$ cat src/rtl/slotsel_pkg.sv
package slotsel_pkg;

  // Routing state shared by the selector's sub-blocks.
  typedef struct packed {
    logic intcx;   // internal override for the whole slot range
    logic slot3;   // slot-3 card ROM enabled
    logic sticky;  // expansion window owned by internal ROM
  } route_flags_t;

endpackage

$ cat src/rtl/slotsel_switches.sv
module slotsel_switches #(
  parameter int unsigned PAGE_W     = 8,
  parameter int unsigned OFF_W      = 8,
  parameter int unsigned SW_PAGE    = 'hC0,
  parameter int unsigned OFF_IX_CLR = 'h06,
  parameter int unsigned OFF_IX_SET = 'h07,
  parameter int unsigned OFF_S3_CLR = 'h0A,
  parameter int unsigned OFF_S3_SET = 'h0B
) (
  input  logic              clk,
  input  logic              rst,
  input  logic              wr_en,
  input  logic [PAGE_W-1:0] page,
  input  logic [OFF_W-1:0]  off,
  output logic              intcx_q,
  output logic              slot3_q,
  output logic              intcx_d,
  output logic              slot3_d,
  output logic              sticky_clr
);

  logic sw_hit;
  logic ix_clr, ix_set, s3_clr, s3_set;

  assign sw_hit = wr_en && (page == PAGE_W'(SW_PAGE));
  assign ix_clr = sw_hit && (off == OFF_W'(OFF_IX_CLR));
  assign ix_set = sw_hit && (off == OFF_W'(OFF_IX_SET));
  assign s3_clr = sw_hit && (off == OFF_W'(OFF_S3_CLR));
  assign s3_set = sw_hit && (off == OFF_W'(OFF_S3_SET));

  assign sticky_clr = ix_clr;

  always_comb begin
    intcx_d = intcx_q;
    slot3_d = slot3_q;
    if (ix_clr) intcx_d = 1'b0;
    else if (ix_set) intcx_d = 1'b1;
    if (s3_clr) slot3_d = 1'b0;
    else if (s3_set) slot3_d = 1'b1;
  end

  always_ff @(posedge clk) begin
    if (rst) begin
      intcx_q <= 1'b0;
      slot3_q <= 1'b0;
    end else begin
      intcx_q <= intcx_d;
      slot3_q <= slot3_d;
    end
  end

  AST_IX_SET: assert property (@(posedge clk) disable iff (rst)
    ix_set |=> intcx_q);
  AST_IX_CLR: assert property (@(posedge clk) disable iff (rst)
    ix_clr |=> !intcx_q);
  AST_S3_SET: assert property (@(posedge clk) disable iff (rst)
    s3_set |=> slot3_q);
  AST_S3_CLR: assert property (@(posedge clk) disable iff (rst)
    s3_clr |=> !slot3_q);

endmodule

$ cat src/rtl/slotsel_route.sv
module slotsel_route
  import slotsel_pkg::*;
#(
  parameter int unsigned PAGE_W  = 8,
  parameter int unsigned S3_PAGE = 'hC3,
  parameter int unsigned WIN_LO  = 'hC8,
  parameter int unsigned WIN_HI  = 'hCF
) (
  input  logic [PAGE_W-1:0] page,
  input  route_flags_t      flags,
  output logic              internal
);

  logic is_s3, in_win;

  assign is_s3  = (page == PAGE_W'(S3_PAGE));
  assign in_win = (page >= PAGE_W'(WIN_LO)) && (page <= PAGE_W'(WIN_HI));

  always_comb begin
    if (flags.intcx)
      internal = 1'b1;
    else if (is_s3)
      internal = !flags.slot3;
    else
      internal = flags.sticky && in_win;
  end

endmodule

$ cat src/rtl/slotsel_sticky.sv
module slotsel_sticky (
  input  logic clk,
  input  logic rst,
  input  logic arm,
  input  logic disarm,
  input  logic clr,
  output logic sticky_q,
  output logic sticky_d
);

  always_comb begin
    sticky_d = sticky_q;
    if (clr || disarm) sticky_d = 1'b0;
    else if (arm)      sticky_d = 1'b1;
  end

  always_ff @(posedge clk) begin
    if (rst) sticky_q <= 1'b0;
    else     sticky_q <= sticky_d;
  end

  AST_STICKY_ARM: assert property (@(posedge clk) disable iff (rst)
    (arm && !clr && !disarm) |=> sticky_q);
  AST_STICKY_DISARM: assert property (@(posedge clk) disable iff (rst)
    disarm |=> !sticky_q);
  AST_STICKY_SWCLR: assert property (@(posedge clk) disable iff (rst)
    clr |=> !sticky_q);

endmodule

$ cat src/rtl/slotsel_status.sv
module slotsel_status #(
  parameter int unsigned PAGE_W   = 8,
  parameter int unsigned OFF_W    = 8,
  parameter int unsigned DATA_W   = 8,
  parameter int unsigned FLAG_BIT = 7,
  parameter int unsigned SW_PAGE  = 'hC0,
  parameter int unsigned OFF_IX_Q = 'h15,
  parameter int unsigned OFF_S3_Q = 'h17
) (
  input  logic              clk,
  input  logic              rst,
  input  logic              rd_en,
  input  logic [PAGE_W-1:0] page,
  input  logic [OFF_W-1:0]  off,
  input  logic              intcx,
  input  logic              slot3,
  output logic              stat_vld,
  output logic [DATA_W-1:0] stat_byte
);

  localparam logic [DATA_W-1:0] FLAG_MASK = DATA_W'(1) << FLAG_BIT;

  logic on_page, q_ix, q_s3;

  assign on_page = rd_en && (page == PAGE_W'(SW_PAGE));
  assign q_ix    = on_page && (off == OFF_W'(OFF_IX_Q));
  assign q_s3    = on_page && (off == OFF_W'(OFF_S3_Q));

  always_ff @(posedge clk) begin
    if (rst) begin
      stat_vld  <= 1'b0;
      stat_byte <= '0;
    end else begin
      stat_vld <= q_ix || q_s3;
      if (q_ix)      stat_byte <= intcx ? FLAG_MASK : '0;
      else if (q_s3) stat_byte <= slot3 ? FLAG_MASK : '0;
      else           stat_byte <= '0;
    end
  end

  AST_STAT_ONLY_FLAG: assert property (@(posedge clk) disable iff (rst)
    (stat_byte & ~FLAG_MASK) == '0);
  AST_STAT_IX: assert property (@(posedge clk) disable iff (rst)
    q_ix |=> (stat_vld && ((stat_byte != '0) == $past(intcx))));

endmodule

$ cat src/rtl/slot_rom_steer.sv
module slot_rom_steer
  import slotsel_pkg::*;
#(
  parameter int unsigned PAGE_W     = 8,
  parameter int unsigned OFF_W      = 8,
  parameter int unsigned DATA_W     = 8,
  parameter int unsigned FIRST_PAGE = 'hC1,
  parameter int unsigned LAST_PAGE  = 'hCF,
  parameter int unsigned S3_PAGE    = 'hC3,
  parameter int unsigned WIN_LO     = 'hC8,
  parameter int unsigned SW_PAGE    = 'hC0,
  parameter int unsigned LAST_OFF   = 'hFF,
  parameter int unsigned NPAGE      = LAST_PAGE - FIRST_PAGE + 1
) (
  input  logic              clk,
  input  logic              rst,
  input  logic [PAGE_W-1:0] bus_page,
  input  logic [OFF_W-1:0]  bus_off,
  input  logic              bus_rd,
  input  logic              bus_wr,
  output logic              sel_vld,
  output logic              sel_int,
  output logic [NPAGE-1:0]  page_map,
  output logic              stat_vld,
  output logic [DATA_W-1:0] stat_byte
);

  localparam logic [PAGE_W-1:0] PG_FIRST = PAGE_W'(FIRST_PAGE);
  localparam logic [PAGE_W-1:0] PG_LAST  = PAGE_W'(LAST_PAGE);

  // A read is honoured only when no write shares the cycle.
  logic rd_acc, in_range, route_now;
  logic intcx_q, slot3_q, intcx_d, slot3_d, sticky_q, sticky_d, sticky_clr;
  logic arm, disarm;
  route_flags_t flags_q, flags_d;
  logic [NPAGE-1:0] map_d;

  assign rd_acc   = bus_rd && !bus_wr;
  assign in_range = (bus_page >= PG_FIRST) && (bus_page <= PG_LAST);

  slotsel_switches #(
    .PAGE_W(PAGE_W), .OFF_W(OFF_W), .SW_PAGE(SW_PAGE)
  ) u_sw (
    .clk(clk), .rst(rst), .wr_en(bus_wr), .page(bus_page), .off(bus_off),
    .intcx_q(intcx_q), .slot3_q(slot3_q), .intcx_d(intcx_d),
    .slot3_d(slot3_d), .sticky_clr(sticky_clr)
  );

  assign flags_q = '{intcx: intcx_q, slot3: slot3_q, sticky: sticky_q};
  assign flags_d = '{intcx: intcx_d, slot3: slot3_d, sticky: sticky_d};

  // Route of the current access, judged on the flags as they stand.
  slotsel_route #(
    .PAGE_W(PAGE_W), .S3_PAGE(S3_PAGE), .WIN_LO(WIN_LO), .WIN_HI(LAST_PAGE)
  ) u_route_now (
    .page(bus_page), .flags(flags_q), .internal(route_now)
  );

  assign arm    = rd_acc && route_now && (bus_page == PAGE_W'(S3_PAGE));
  assign disarm = rd_acc && route_now && (bus_page == PG_LAST) &&
                  (bus_off == OFF_W'(LAST_OFF));

  slotsel_sticky u_sticky (
    .clk(clk), .rst(rst), .arm(arm), .disarm(disarm), .clr(sticky_clr),
    .sticky_q(sticky_q), .sticky_d(sticky_d)
  );

  // Per-page map built from the next-state flags so it is registered yet
  // aligned with the flag registers.
  for (genvar gi = 0; gi < NPAGE; gi++) begin : g_map
    slotsel_route #(
      .PAGE_W(PAGE_W), .S3_PAGE(S3_PAGE), .WIN_LO(WIN_LO), .WIN_HI(LAST_PAGE)
    ) u_route_pg (
      .page(PAGE_W'(FIRST_PAGE + gi)), .flags(flags_d), .internal(map_d[gi])
    );
  end

  always_ff @(posedge clk) begin
    if (rst) begin
      sel_vld  <= 1'b0;
      sel_int  <= 1'b0;
      page_map <= NPAGE'(1) << (S3_PAGE - FIRST_PAGE);
    end else begin
      sel_vld  <= rd_acc && in_range;
      sel_int  <= rd_acc && in_range && route_now;
      page_map <= map_d;
    end
  end

  slotsel_status #(
    .PAGE_W(PAGE_W), .OFF_W(OFF_W), .DATA_W(DATA_W), .SW_PAGE(SW_PAGE)
  ) u_stat (
    .clk(clk), .rst(rst), .rd_en(rd_acc), .page(bus_page), .off(bus_off),
    .intcx(intcx_q), .slot3(slot3_q), .stat_vld(stat_vld),
    .stat_byte(stat_byte)
  );

  AST_OVERRIDE_ALL: assert property (@(posedge clk) disable iff (rst)
    intcx_q |-> (&page_map));
  AST_WIN_STICKY: assert property (@(posedge clk) disable iff (rst)
    sticky_q |-> (&page_map[NPAGE-1:WIN_LO-FIRST_PAGE]));
  AST_SLOTWR_IGNORED: assert property (@(posedge clk) disable iff (rst)
    (bus_wr && in_range) |=> $stable(page_map));
  AST_DUAL_STROBE: assert property (@(posedge clk) disable iff (rst)
    (bus_wr && bus_rd) |=> (!sel_vld && !stat_vld));
  AST_SEL_RANGE: assert property (@(posedge clk) disable iff (rst)
    !(bus_rd && in_range) |=> (!sel_vld && !sel_int));
  AST_SEL_IMPLIES_VLD: assert property (@(posedge clk) disable iff (rst)
    sel_int |-> sel_vld);

endmodule

$ cat config.mk
export PLATFORM = sky130hd
export DESIGN_NAME = slot_rom_steer
export DESIGN_NICKNAME = d
export VERILOG_FILES = /design/src/rtl/slotsel_pkg.sv /design/src/rtl/slotsel_switches.sv /design/src/rtl/slotsel_route.sv /design/src/rtl/slotsel_sticky.sv /design/src/rtl/slotsel_status.sv /design/src/rtl/slot_rom_steer.sv
export SDC_FILE = /design/constraint.sdc
export NUM_CORES = 1
export LEC_CHECK = 0
export BUFFER_PORTS_ARGS = -buffer_cell sky130_fd_sc_hd__buf_4
export CELL_PAD_IN_SITES_DETAIL_PLACEMENT = 0
export CELL_PAD_IN_SITES_GLOBAL_PLACEMENT = 1
export CORE_MARGIN = 1.5
export CORE_UTILIZATION = 41
export DETAILED_ROUTE_END_ITERATION = 7
export PLACE_DENSITY_LB_ADDON = 0.1
export SKIP_CTS_REPAIR_TIMING = 1
export SYNTH_ARGS = -nofsm -noshare
export SYNTH_HDL_FRONTEND = slang
export SYNTH_HIERARCHICAL = 1
export SYNTH_SLANG_ARGS = --single-unit
export TNS_END_PERCENT = 10
$ cat constraint.sdc
create_clock -name clk -period 7.2 [get_ports clk]
set_clock_uncertainty 0.2 [all_clocks]
set_input_delay 1.08 -clock clk [delete_from_list [all_inputs] [get_ports clk]]
set_output_delay 1.08 -clock clk [all_outputs]
set_load 0.01 [all_outputs]
==> results of run 1 <==
## Yosys cell counts
cell type,instances,area share
a41o_1,16,0.11
and2_1,1,0.0043
and2b_2,1,0.0060
and3_1,1,0.0043
and4b_1,2,0.014
buf_4,7,0.036
clkbuf_1,1,0.0026
conb_1,3,0.0077
dfxtp_1,22,0.30
mux2_1,1,0.0077
mux2_4,1,0.010
mux2i_1,3,0.021
nand2_1,35,0.090
nand2b_1,3,0.013
nand4_1,4,0.017
nand4_2,2,0.017
nor2_1,19,0.049
nor2b_1,14,0.060
nor3_1,3,0.010
nor3_2,1,0.0069
nor4_1,1,0.0043
nor4_2,3,0.026
nor4_4,1,0.015
nor4b_2,5,0.051
nor4b_4,1,0.016
o41ai_1,16,0.096
or2_2,1,0.0043
## kinds of logic after synthesis
| family | Yosys count | synth area share |
|---|---|---|
| AND/OR/NAND/NOR | 98 | 0.408 |
| AO/OA/AOI/OAI | 32 | 0.206 |
| flip-flops | 22 | 0.302 |
| buffers and inverters | 8 | 0.0386 |
| multiplexers | 5 | 0.0386 |
| other | 3 | 0.00771 |
==> flow_summary.yaml, run 1 <==
die:
  fp.dieH_um: 62.7
  initial_utilization: 0.434
  die_w_um: 62.7
  ios: 46
  rows: 21
run_status:
  status: "aborted with a tool error"
  failing_step: "global placement (3_3_place_gp)"
  error_line: "[ERROR FLW-0024] Place density exceeds 1.0 (current PLACE_DENSITY_LB_ADDON =  0.1). Please check if the value of  PLACE_DENSITY_LB_ADDON is between 0 and 0.99."
yosys:
  synth_cells: 168
  seq_area_frac_synth: 0.302
  ys_warn_count: 6
  syn_avg_cell_area_um2: 8.69
  ys_seq_elements: 22
  yosysUniqueCellTypes: 27
  synth_area_mm2: 0.00146
placement:
  portBuffers: 38
==> run 2: changes to the inputs <==
--- a/config.mk
+++ b/config.mk
@@ -6,12 +6,10 @@
 export NUM_CORES = 1
 export LEC_CHECK = 0
 export BUFFER_PORTS_ARGS = -buffer_cell sky130_fd_sc_hd__buf_4
-export CELL_PAD_IN_SITES_DETAIL_PLACEMENT = 0
-export CELL_PAD_IN_SITES_GLOBAL_PLACEMENT = 1
 export CORE_MARGIN = 1.5
-export CORE_UTILIZATION = 41
+export CORE_UTILIZATION = 35
 export DETAILED_ROUTE_END_ITERATION = 7
-export PLACE_DENSITY_LB_ADDON = 0.1
+export PLACE_DENSITY_LB_ADDON = 0.15
 export SKIP_CTS_REPAIR_TIMING = 1
 export SYNTH_ARGS = -nofsm -noshare
 export SYNTH_HDL_FRONTEND = slang
==> run 2 against run 1 <==
  * Synthesized area unchanged
  * Synthesized cell count unchanged
  * The run now ends clean
==> flow_summary.yaml, run 2 <==
run_status:
  status: "complete, no violations"
finish:
  layout_commonest_cell: "conb_1"
  area_delta_synth_final_pct: 61.1
  diodes: 0
  post-route-util: 0.588
  fill_cells: 397
  nets: 363
  final_cell_mix: "conb_1 (142), buf_4 (39), nand2_1 (35), dfxtp_1 (22), nor2_1 (19)"
  layout-drive-gt1-share: 0.173
  fin_area_mm2: 0.00235
  regMostFlops: "page_map"
  largest_reg_flops: 15
power_and_ir_drop:
  clockPowerShare: 0.424
  switching_power_mw: 0.0686
  combPwrFrac: 0.139
  total_power_mw: 0.280
  p_int_mw: 0.211
  p_seq_frac: 0.437
  switching_share: 0.245
  irDropWorstVdd_uv: 97.4
  powerDensity_mw_per_mm2: 119
  p_leak_nw: 1.30
timing:
  timing.setup.tns_ns: 0
  maxSlewViolCount: 0
  timing.final.hold_violations: 0
  setup_viol: 0
  max_freq_mhz: 299
  period_minus_slack_ns: 3.35
  rsz0062_at_grt: "no"
  fin_crit_sh: 0.465
grt:
  grt_pass1_wl_mm: 5.07
  antenna_found_initial: 0
  grt_overflow_total: 0
  grt_max_degree: 22
  grt_util_all_layers: 0.146
  grt_pass1_vias: 1213
critical_path:
  required_ns: 7.16
  cp_top_family: "simple AND/OR/NAND/NOR gates"
  r2r-end: "page_map[13]"
  slowest_stage: "nor4_2"
  path_buf_inv: 2
  cp_max_fo: 15
  start_kind: "input port"
  critPathCaptureType: "flop"
  critPathKind: "in2reg"
  reg2reg_from: "u_sw/slot3_q"
  reg2reg_depth: 11
  cp.arrival_ns: 3.30
  cpPeakStageDelay_ns: 0.38
  crit_chain: "buf_4, o41ai_1, a41o_1, and3_1, nand4_1, nor4_2, nor3_1, buf_4, nand2_1, o41ai_1, a41o_1, nor2b_1"
  ff2ff_setup_slack_ns: 4.50
detailed_routing:
  routed_wirelength_mm: 3.12
  via_count: 1509
  drt_iter0_drc: 21
  drc_errors: 0
  drt-pass1-iter-count: 4
  wl_per_cell_um: 7.95
  ant_nets: 0
  viasPerCell: 3.85
worst_hold_path:
  hold_class: "reg2reg"
  hp-start: "u_sw/slot3_q"
  hold_path_depth: 2
  holdPathEnd: "u_sw/slot3_q"
cts:
  clockBufferDepth: 2
  cts_tree: "yes"
  insertion_delay_ns: 0.27
  cts_inserted_buffers: 3
  clock-root-buffer: "clkbuf_8"
  clock-sinks: 22
  htreeDepth: 1
  clkTransAtPathRegs_ns: 0.09
yosys:
  synth_cells: 168
  synth_ff_type: "dfxtp_1"
  ys_warn_count: 6
  synth_edf_count: 0
  ys_seq_elements: 22
  ys_top_cells_by_count: "nand2_1 (35), dfxtp_1 (22), nor2_1 (19), a41o_1 (16), o41ai_1 (16)"
  synth_area_leaders: "dfxtp_1 (30%), a41o_1 (11%), o41ai_1 (9.6%)"
  async_flop_share: 0
  synth_top_cell_area_share: 0.302
  yosysUniqueCellTypes: 27
  synth_area_mm2: 0.00146
  yosysMostFrequentCell: "nand2_1"
  seq_area_frac_synth: 0.302
  synth_largest_area_cell: "dfxtp_1"
  syn_avg_cell_area_um2: 8.69
placement:
  dp_hpwl_mm: 2.36
  place.gp.congestion: 0.732
  portBuffers: 38
  placed_area_mm2: 0.00228
die:
  initial_utilization: 0.365
  fp.dieH_um: 67.6
  rows: 23
  dieArea_mm2: 0.00457
  coreArea_mm2: 0.00400
  ios: 46
  die_w_um: 67.6
run:
  max_cap_viol_count: 0
run 2: per-layer routing:
layer / global-route usage / routed length (µm)
met1: 0.191 / 1500
met2: 0.238 / 1480
met3: 0.0200 / 95
met4: 0.0612 / 43
met5: 0 / 0
run 2: worst min-delay path, stage by stage (launching register included):
cell and delay (ns):
dfxtp_1 0.35, nand2b_1 0.08, mux2i_1 0.06
run 2: power groups by stage:
stage               clock [mW]  combinational (mW)  sequential [mW]
CTS                      0.123              0.0373            0.122
finish                   0.119              0.0389            0.122
global route             0.126              0.0454            0.122
floorplan                    0              0.0233            0.125
detailed placement           0              0.0372            0.125
global placement             0              0.0374            0.125
run 2: cell families after synthesis:
group,synth area share
muxes,0.0386
AOI/OAI and AO/OA,0.206
buffers and inverters,0.0386
and+or+nand+nor,0.408
other,0.00771
DFF,0.302
run 2: area by class of cell:
| type | instances | area, µm² | area share |
|---|---|---|---|
| timing repair buffer | 39 | 293 | 0.124 |
| sequential | 22 | 440 | 0.187 |
| multi-input combinational | 277 | 1490 | 0.631 |
| clock inverter | 1 | 30.0 | 0.0128 |
| tap | 50 | 62.6 | 0.0266 |
| clock buffer | 3 | 41.3 | 0.0176 |
run 2: how the worst max path moves through the flow:
stage | start | to | slack [ns] | cells past startpoint
after floorplan | bus_page[3] | page_map[10] | 3.56 | 11
after global placement | bus_page[3] | page_map[9] | 3.64 | 12
after detailed placement | bus_page[3] | page_map[7] | 3.59 | 12
after CTS | bus_page[3] | page_map[7] | 3.87 | 12
after global routing | bus_page[3] | page_map[10] | 3.70 | 12
final | bus_page[3] | page_map[13] | 3.85 | 12
run 2: through the flow:
step	hold slack [ns]	instances	setup slack, ns
after floorplan	0.275	307	3.56
after global placement	0.313	388	3.64
after detailed placement	0.321	388	3.59
after CTS	0.334	392	3.87
after global routing	0.358	392	3.70
final	0.331	392	3.85
No activity file was read; power rests on OpenSTA's default activity.
==> run 3: changes to the inputs <==
==> constraint.sdc (replaced) <==
create_clock -name clk -period 3.45 [get_ports clk]
set_clock_uncertainty 0.2 [all_clocks]
set_input_delay 0.5175 -clock clk [delete_from_list [all_inputs] [get_ports clk]]
set_output_delay 0.5175 -clock clk [all_outputs]
set_load 0.01 [all_outputs]
==> run 3 against run 2 <==
  * Sequential cell count did not move
  * Clock power rose by 110%
  * Worst setup slack got worse by 3.2 ns
  * Critical path depth did not move
  * Power rose by 110%
  * Die area did not move
  * First-iteration DRC count rose to 2.7 times the previous value
  * Hold slack improved by 0.0023 ns
  * Register-to-register slack got worse by 3.7 ns
  * Routed wire length fell by 3.2%
  * Clock-buffer cell count did not move
==> flow_summary.yaml, run 3 (synthesized netlist as in run 2, its figures left out) <==
timing:
  fin_crit_sh: 0.805
  maxSlewViolCount: 0
  timing.setup.tns_ns: 0
  period_minus_slack_ns: 2.78
  rsz0062_at_grt: "no"
  worst_pin_slew_ns: 0.539
  layout_setup_ws_ns: 0.672
  max_freq_mhz: 360
  hold_ws_ns: 0.334
  timing.final.hold_violations: 0
  relSlewSlack: 0.640
  setup_viol: 0
finish:
  largest_reg_flops: 15
  layout-drive-gt1-share: 0.173
  area_delta_synth_final_pct: 61.1
  fin_area_mm2: 0.00235
  nets: 363
  final_cell_mix: "conb_1 (142), buf_4 (39), nand2_1 (35), dfxtp_1 (22), nor2_1 (19)"
  layout_commonest_cell: "conb_1"
  regMostFlops: "page_map"
  fill_cells: 400
  diodes: 0
cts:
  insertion_delay_ns: 0.27
  clockBufferDepth: 2
  clkTransAtPathRegs_ns: 0.08
  clock-root-buffer: "clkbuf_8"
  cts_tree: "yes"
  clock-sinks: 22
  cts_inserted_buffers: 3
  htreeDepth: 1
critical_path:
  critPathKind: "in2reg"
  ff2ff_setup_slack_ns: 0.76
  crit_path_end: "page_map[8]"
  slowest_stage: "o41ai_1"
  cp_max_fo: 15
  critPathCaptureType: "flop"
  crit_chain: "buf_4, o41ai_1, a41o_1, and3_1, nand4_1, nor4_2, nor3_1, buf_4, nand2_1, o41ai_1, a41o_1, nor2b_1"
  start_kind: "input port"
  cp_top_family: "simple AND/OR/NAND/NOR gates"
  reg2reg_depth: 11
  path_buf_inv: 2
  cpPeakStageDelay_ns: 0.37
  reg2reg_from: "u_sw/slot3_q"
  r2r-end: "page_map[8]"
  cp.arrival_ns: 2.74
  startpoint: "bus_page[3]"
  required_ns: 3.41
  path_depth: 12
power_and_ir_drop:
  powerDensity_mw_per_mm2: 247
  irDropWorstVdd_uv: 138
  total_power_mw: 0.581
  p_leak_nw: 1.30
die:
  ios: 46
  fp.dieH_um: 67.6
  coreArea_mm2: 0.00400
  rows: 23
  initial_utilization: 0.365
  dieArea_mm2: 0.00457
  die_w_um: 67.6
detailed_routing:
  drc_errors: 0
  wl_met3_um: 98
  via_count: 1480
  dr_wl_met2_mm: 1.38
  ant_nets: 0
  dr.max_layer_used: "met4"
  wl_met1_mm: 1.47
  drt-pass1-iter-count: 4
  drt_iter0_drc: 56
  viasPerCell: 3.78
  routed_wirelength_mm: 3.01
  wl_per_cell_um: 7.69
grt:
  grt_max_degree: 22
  antenna_found_initial: 0
  grt_util_all_layers: 0.150
  grt_pass1_wl_mm: 5.18
  grt_overflow_total: 0
  grt_pass1_vias: 1218
run_status:
  status: "complete, no violations"
run:
  max_cap_viol_count: 0
placement:
  placed_area_mm2: 0.00228
  portBuffers: 38
  place.gp.congestion: 0.744
  post-place-ws_ns: 0.390
  dp_hpwl_mm: 2.34
worst_hold_path:
  hold_class: "reg2reg"
run 3: layer usage:
metal | vias to the layer above | GRT usage
met5 | - | 0
met1 | 606 | 0.202
met4 | 0 | 0.0689
li1 | 845 | -
met3 | 5 | 0.0200
met2 | 24 | 0.235
run 3: final cells by class:
type / count / area (µm²) / share of cell area
clock buffer: 3 / 41.3 / 0.0176
clock inverter: 1 / 30.0 / 0.0128
multi-input combinational: 277 / 1490 / 0.631
sequential: 22 / 440 / 0.187
tap: 50 / 62.6 / 0.0266
timing repair buffer: 39 / 293 / 0.124
run 3: metrics by stage:
stage,cells,utilization
final,392,0.588
after global placement,388,0.570
after detailed placement,388,0.570
after floorplan,307,-
after global routing,392,0.588
after CTS,392,0.588
run 3: worst min-delay path by stage:
stage,depth (start not counted),end,startpoint,slack [ns]
2_1_floorplan,2,u_sw/slot3_q,u_sw/slot3_q,0.28
3_3_place_gp,2,u_sw/slot3_q,u_sw/slot3_q,0.31
3_5_place_dp,2,u_sw/slot3_q,u_sw/slot3_q,0.32
4_1_cts,3,sel_vld,bus_page[7],0.33
6_report,2,u_sw/intcx_q,u_sw/intcx_q,0.33
5_1_grt,3,sel_vld,bus_page[7],0.34
run 3: where the power goes:
part,total (mW),switching [mW],internal [mW]
sequential,0.255,0.000243,0.255
combinational,0.0808,0.0503,0.0305
clock,0.246,0.0904,0.155
run 3: worst register-to-register path, stage by stage (launching register included):
cell	delay [ns]
dfxtp_1	0.35
o41ai_1	0.33
a41o_1	0.23
and3_1	0.16
nand4_1	0.13
nor4_2	0.36
nor3_1	0.10
buf_4	0.19
nand2_1	0.08
o41ai_1	0.07
a41o_1	0.25
nor2b_1	0.12
==> run 4: changes to the inputs <==
--- a/config.mk
+++ b/config.mk
@@ -5,6 +5,7 @@
 export SDC_FILE = /design/constraint.sdc
 export NUM_CORES = 1
 export LEC_CHECK = 0
+export ABC_AREA = 1
 export BUFFER_PORTS_ARGS = -buffer_cell sky130_fd_sc_hd__buf_4
 export CORE_MARGIN = 1.5
 export CORE_UTILIZATION = 35
==> constraint.sdc (replaced) <==
create_clock -name clk -period 2.6 [get_ports clk]
set_clock_uncertainty 0.2 [all_clocks]
set_input_delay 0.39 -clock clk [delete_from_list [all_inputs] [get_ports clk]]
set_output_delay 0.39 -clock clk [all_outputs]
set_load 0.01 [all_outputs]
==> run 4 against run 3 <==
  * Sequential cell count did not move
  * Final cell count rose by 66%
  * Final area grew 23%
  * Hold slack worse by 0.075 ns
  * Largest cell class unchanged
  * Critical endpoint is now page_map[12]
==> flow_summary.yaml, run 4 <==
timing:
  worst_pin_slew_ns: 0.532
  setup_viol: 0
  period_minus_slack_ns: 2.12
  rsz0062_at_grt: "no"
  timing.setup.tns_ns: 0
  maxSlewViolCount: 0
  relSlewSlack: 0.645
  max_freq_mhz: 471
  fin_crit_sh: 0.817
  timing.final.hold_violations: 0
critical_path:
  cp.arrival_ns: 2.12
  cpPeakStageDelay_ns: 0.33
  path_buf_inv: 4
  slowest_stage: "dfxtp_1"
  critPathKind: "reg2reg"
  start_kind: "flop"
  cp_top_family: "simple AND/OR/NAND/NOR gates"
  critPathCaptureType: "flop"
  worst_path_most_repeated_cell: "nand2_1"
  crit_chain: "nor2_1, nand2_1, nand2_1, nand2_1, nand2_1, inv_1, nor2_2, nand2_2, nor2_1, inv_1, nand2_1, nand2_1, inv_1, nor2_1, nor2_1, nand2_1, nand2_1, inv_1, nor2_1"
  required_ns: 2.60
  cp_max_fo: 11
yosys:
  synth_top_cell_area_share: 0.271
  synth_edf_count: 0
  synth_cells: 419
  synth_largest_area_cell: "nand2_1"
  yosysUniqueCellTypes: 18
  seq_area_frac_synth: 0.216
  synth_ff_type: "dfxtp_1"
  ys_seq_elements: 22
  ys_warn_count: 6
  ys_top_cells_by_count: "nand2_1 (147), inv_1 (108), nor2_1 (104), dfxtp_1 (22), nor2_2 (10)"
  yosysMostFrequentCell: "nand2_1"
  syn_avg_cell_area_um2: 4.87
  synth_area_leaders: "nand2_1 (27%), dfxtp_1 (22%), inv_1 (20%)"
  synth_area_mm2: 0.00204
  async_flop_share: 0
cts:
  cts_inserted_buffers: 3
  clock-root-buffer: "clkbuf_8"
  cts_tree: "yes"
  htreeDepth: 1
  clock-sinks: 22
  clockBufferDepth: 2
  insertion_delay_ns: 0.27
  clkTransAtPathRegs_ns: 0.08
detailed_routing:
  ant_nets: 0
  routed_wirelength_mm: 4.26
  wl_per_cell_um: 6.53
  drt_iter0_drc: 52
  drc_errors: 0
  viasPerCell: 3.46
  via_count: 2258
  drt-pass1-iter-count: 4
finish:
  multiInputGateArea_mm2: 0.00160
  fill_cells: 654
  area_delta_synth_final_pct: 41.9
  layout_commonest_cell: "nand2_1"
  diodes: 0
  post-route-util: 0.519
  final_cell_mix: "nand2_1 (147), conb_1 (127), inv_1 (108), nor2_1 (104), buf_4 (41)"
  layout.cells.non_filler: 652
  largest_reg_flops: 15
  nets: 601
  ff_latch_area_um2: 440
  regMostFlops: "page_map"
  layout-drive-gt1-share: 0.103
power_and_ir_drop:
  irDropWorstVdd_uv: 158
  switching_share: 0.294
  total_power_mw: 0.761
  p_int_mw: 0.537
  powerDensity_mw_per_mm2: 263
  clockPowerShare: 0.334
  combPwrFrac: 0.220
  switching_power_mw: 0.224
  p_seq_frac: 0.446
  p_leak_nw: 1.96
grt:
  grt_pass1_wl_mm: 7.27
  gr-usage-met1: 0.166
  grt_pass1_vias: 1854
  antenna_found_initial: 0
  grt_util_all_layers: 0.142
  grt_use_met3: 0.0230
  grt_overflow_total: 0
  grt-busiest-layer: "met2"
  met2_usage: 0.269
  grt_max_degree: 22
worst_hold_path:
  hold_class: "in2reg"
die:
  coreArea_mm2: 0.00557
  fp.dieH_um: 79.3
  rows: 27
  die_w_um: 79.3
  ios: 46
  initial_utilization: 0.366
  dieArea_mm2: 0.00629
placement:
  dp_cells: 648
  dp_hpwl_mm: 3.36
  portBuffers: 38
  place.gp.congestion: 0.769
run_status:
  status: "complete, no violations"
run:
  max_cap_viol_count: 0
[run 4: cell types whose count changed after synthesis, sizes merged, moves of 6 or more]
cell and change:
inv +108, nand3 +8, o41ai -16, nand2 +113, nor4b -6, nor2b -14
a41o -16, nor2 +96
[run 4: path summary, 6_finish.rpt]
path,startpoint,endpoint,slack [ns],cells after the start
setup reg to reg,u_sw/slot3_q,page_map[12],0.48,19
hold reg to reg,u_sw/intcx_q,u_stat/stat_byte[7],0.31,2
hold / removal,rst,u_stat/stat_byte[7],0.26,2
setup / recovery,u_sw/slot3_q,page_map[12],0.48,19
[run 4: layout make-up]
type / instances / area share
clock buffer: 4 / 0.0190
inverter: 108 / 0.140
sequential: 22 / 0.152
tap: 72 / 0.0311
timing repair buffer: 41 / 0.106
multi-input combinational: 405 / 0.551
[run 4: worst register-to-register path, delay by kind of cell (launching register included)]
kind	cells	cell delay [ns]
AND/OR/NAND/NOR	15	1.14
buffers and inverters	4	0.40
flip-flops	1	0.33
[run 4: logic make-up after synthesis]
kind of cell | Yosys count | share of synthesized area
AOI/OAI and AO/OA | 2 | 0.00675
DFF | 22 | 0.216
and+or+nand+nor | 276 | 0.542
other | 3 | 0.00552
buffers and inverters | 116 | 0.230
[run 4: power groups by stage]
stage	Clock [mW]	Sequential, mW	Combinational (mW)
after CTS	0.265	0.340	0.159
after global routing	0.273	0.340	0.200
after floorplan	0	0.349	0.119
final	0.254	0.340	0.167
after detailed placement	0	0.348	0.159
after global placement	0	0.348	0.157
[run 4: layer usage]
metal	share of wire	vias to the layer above
met3	0.048	2
met5	0	-
met4	0.0035	0
met2	0.49	32
li1	-	1348
met1	0.46	876
[run 4: stage by stage]
| stage | hold slack (ns) | area, µm² | worst slack, ns |
|---|---|---|---|
| final | 0.259 | 2890 | 0.476 |
| after global routing | 0.277 | 2890 | 0.0606 |
| after CTS | 0.264 | 2890 | 0.449 |
| after detailed placement | 0.307 | 2840 | 0.228 |
| after global placement | 0.303 | 2840 | 0.329 |
| after floorplan | 0.252 | 2500 | 0.616 |
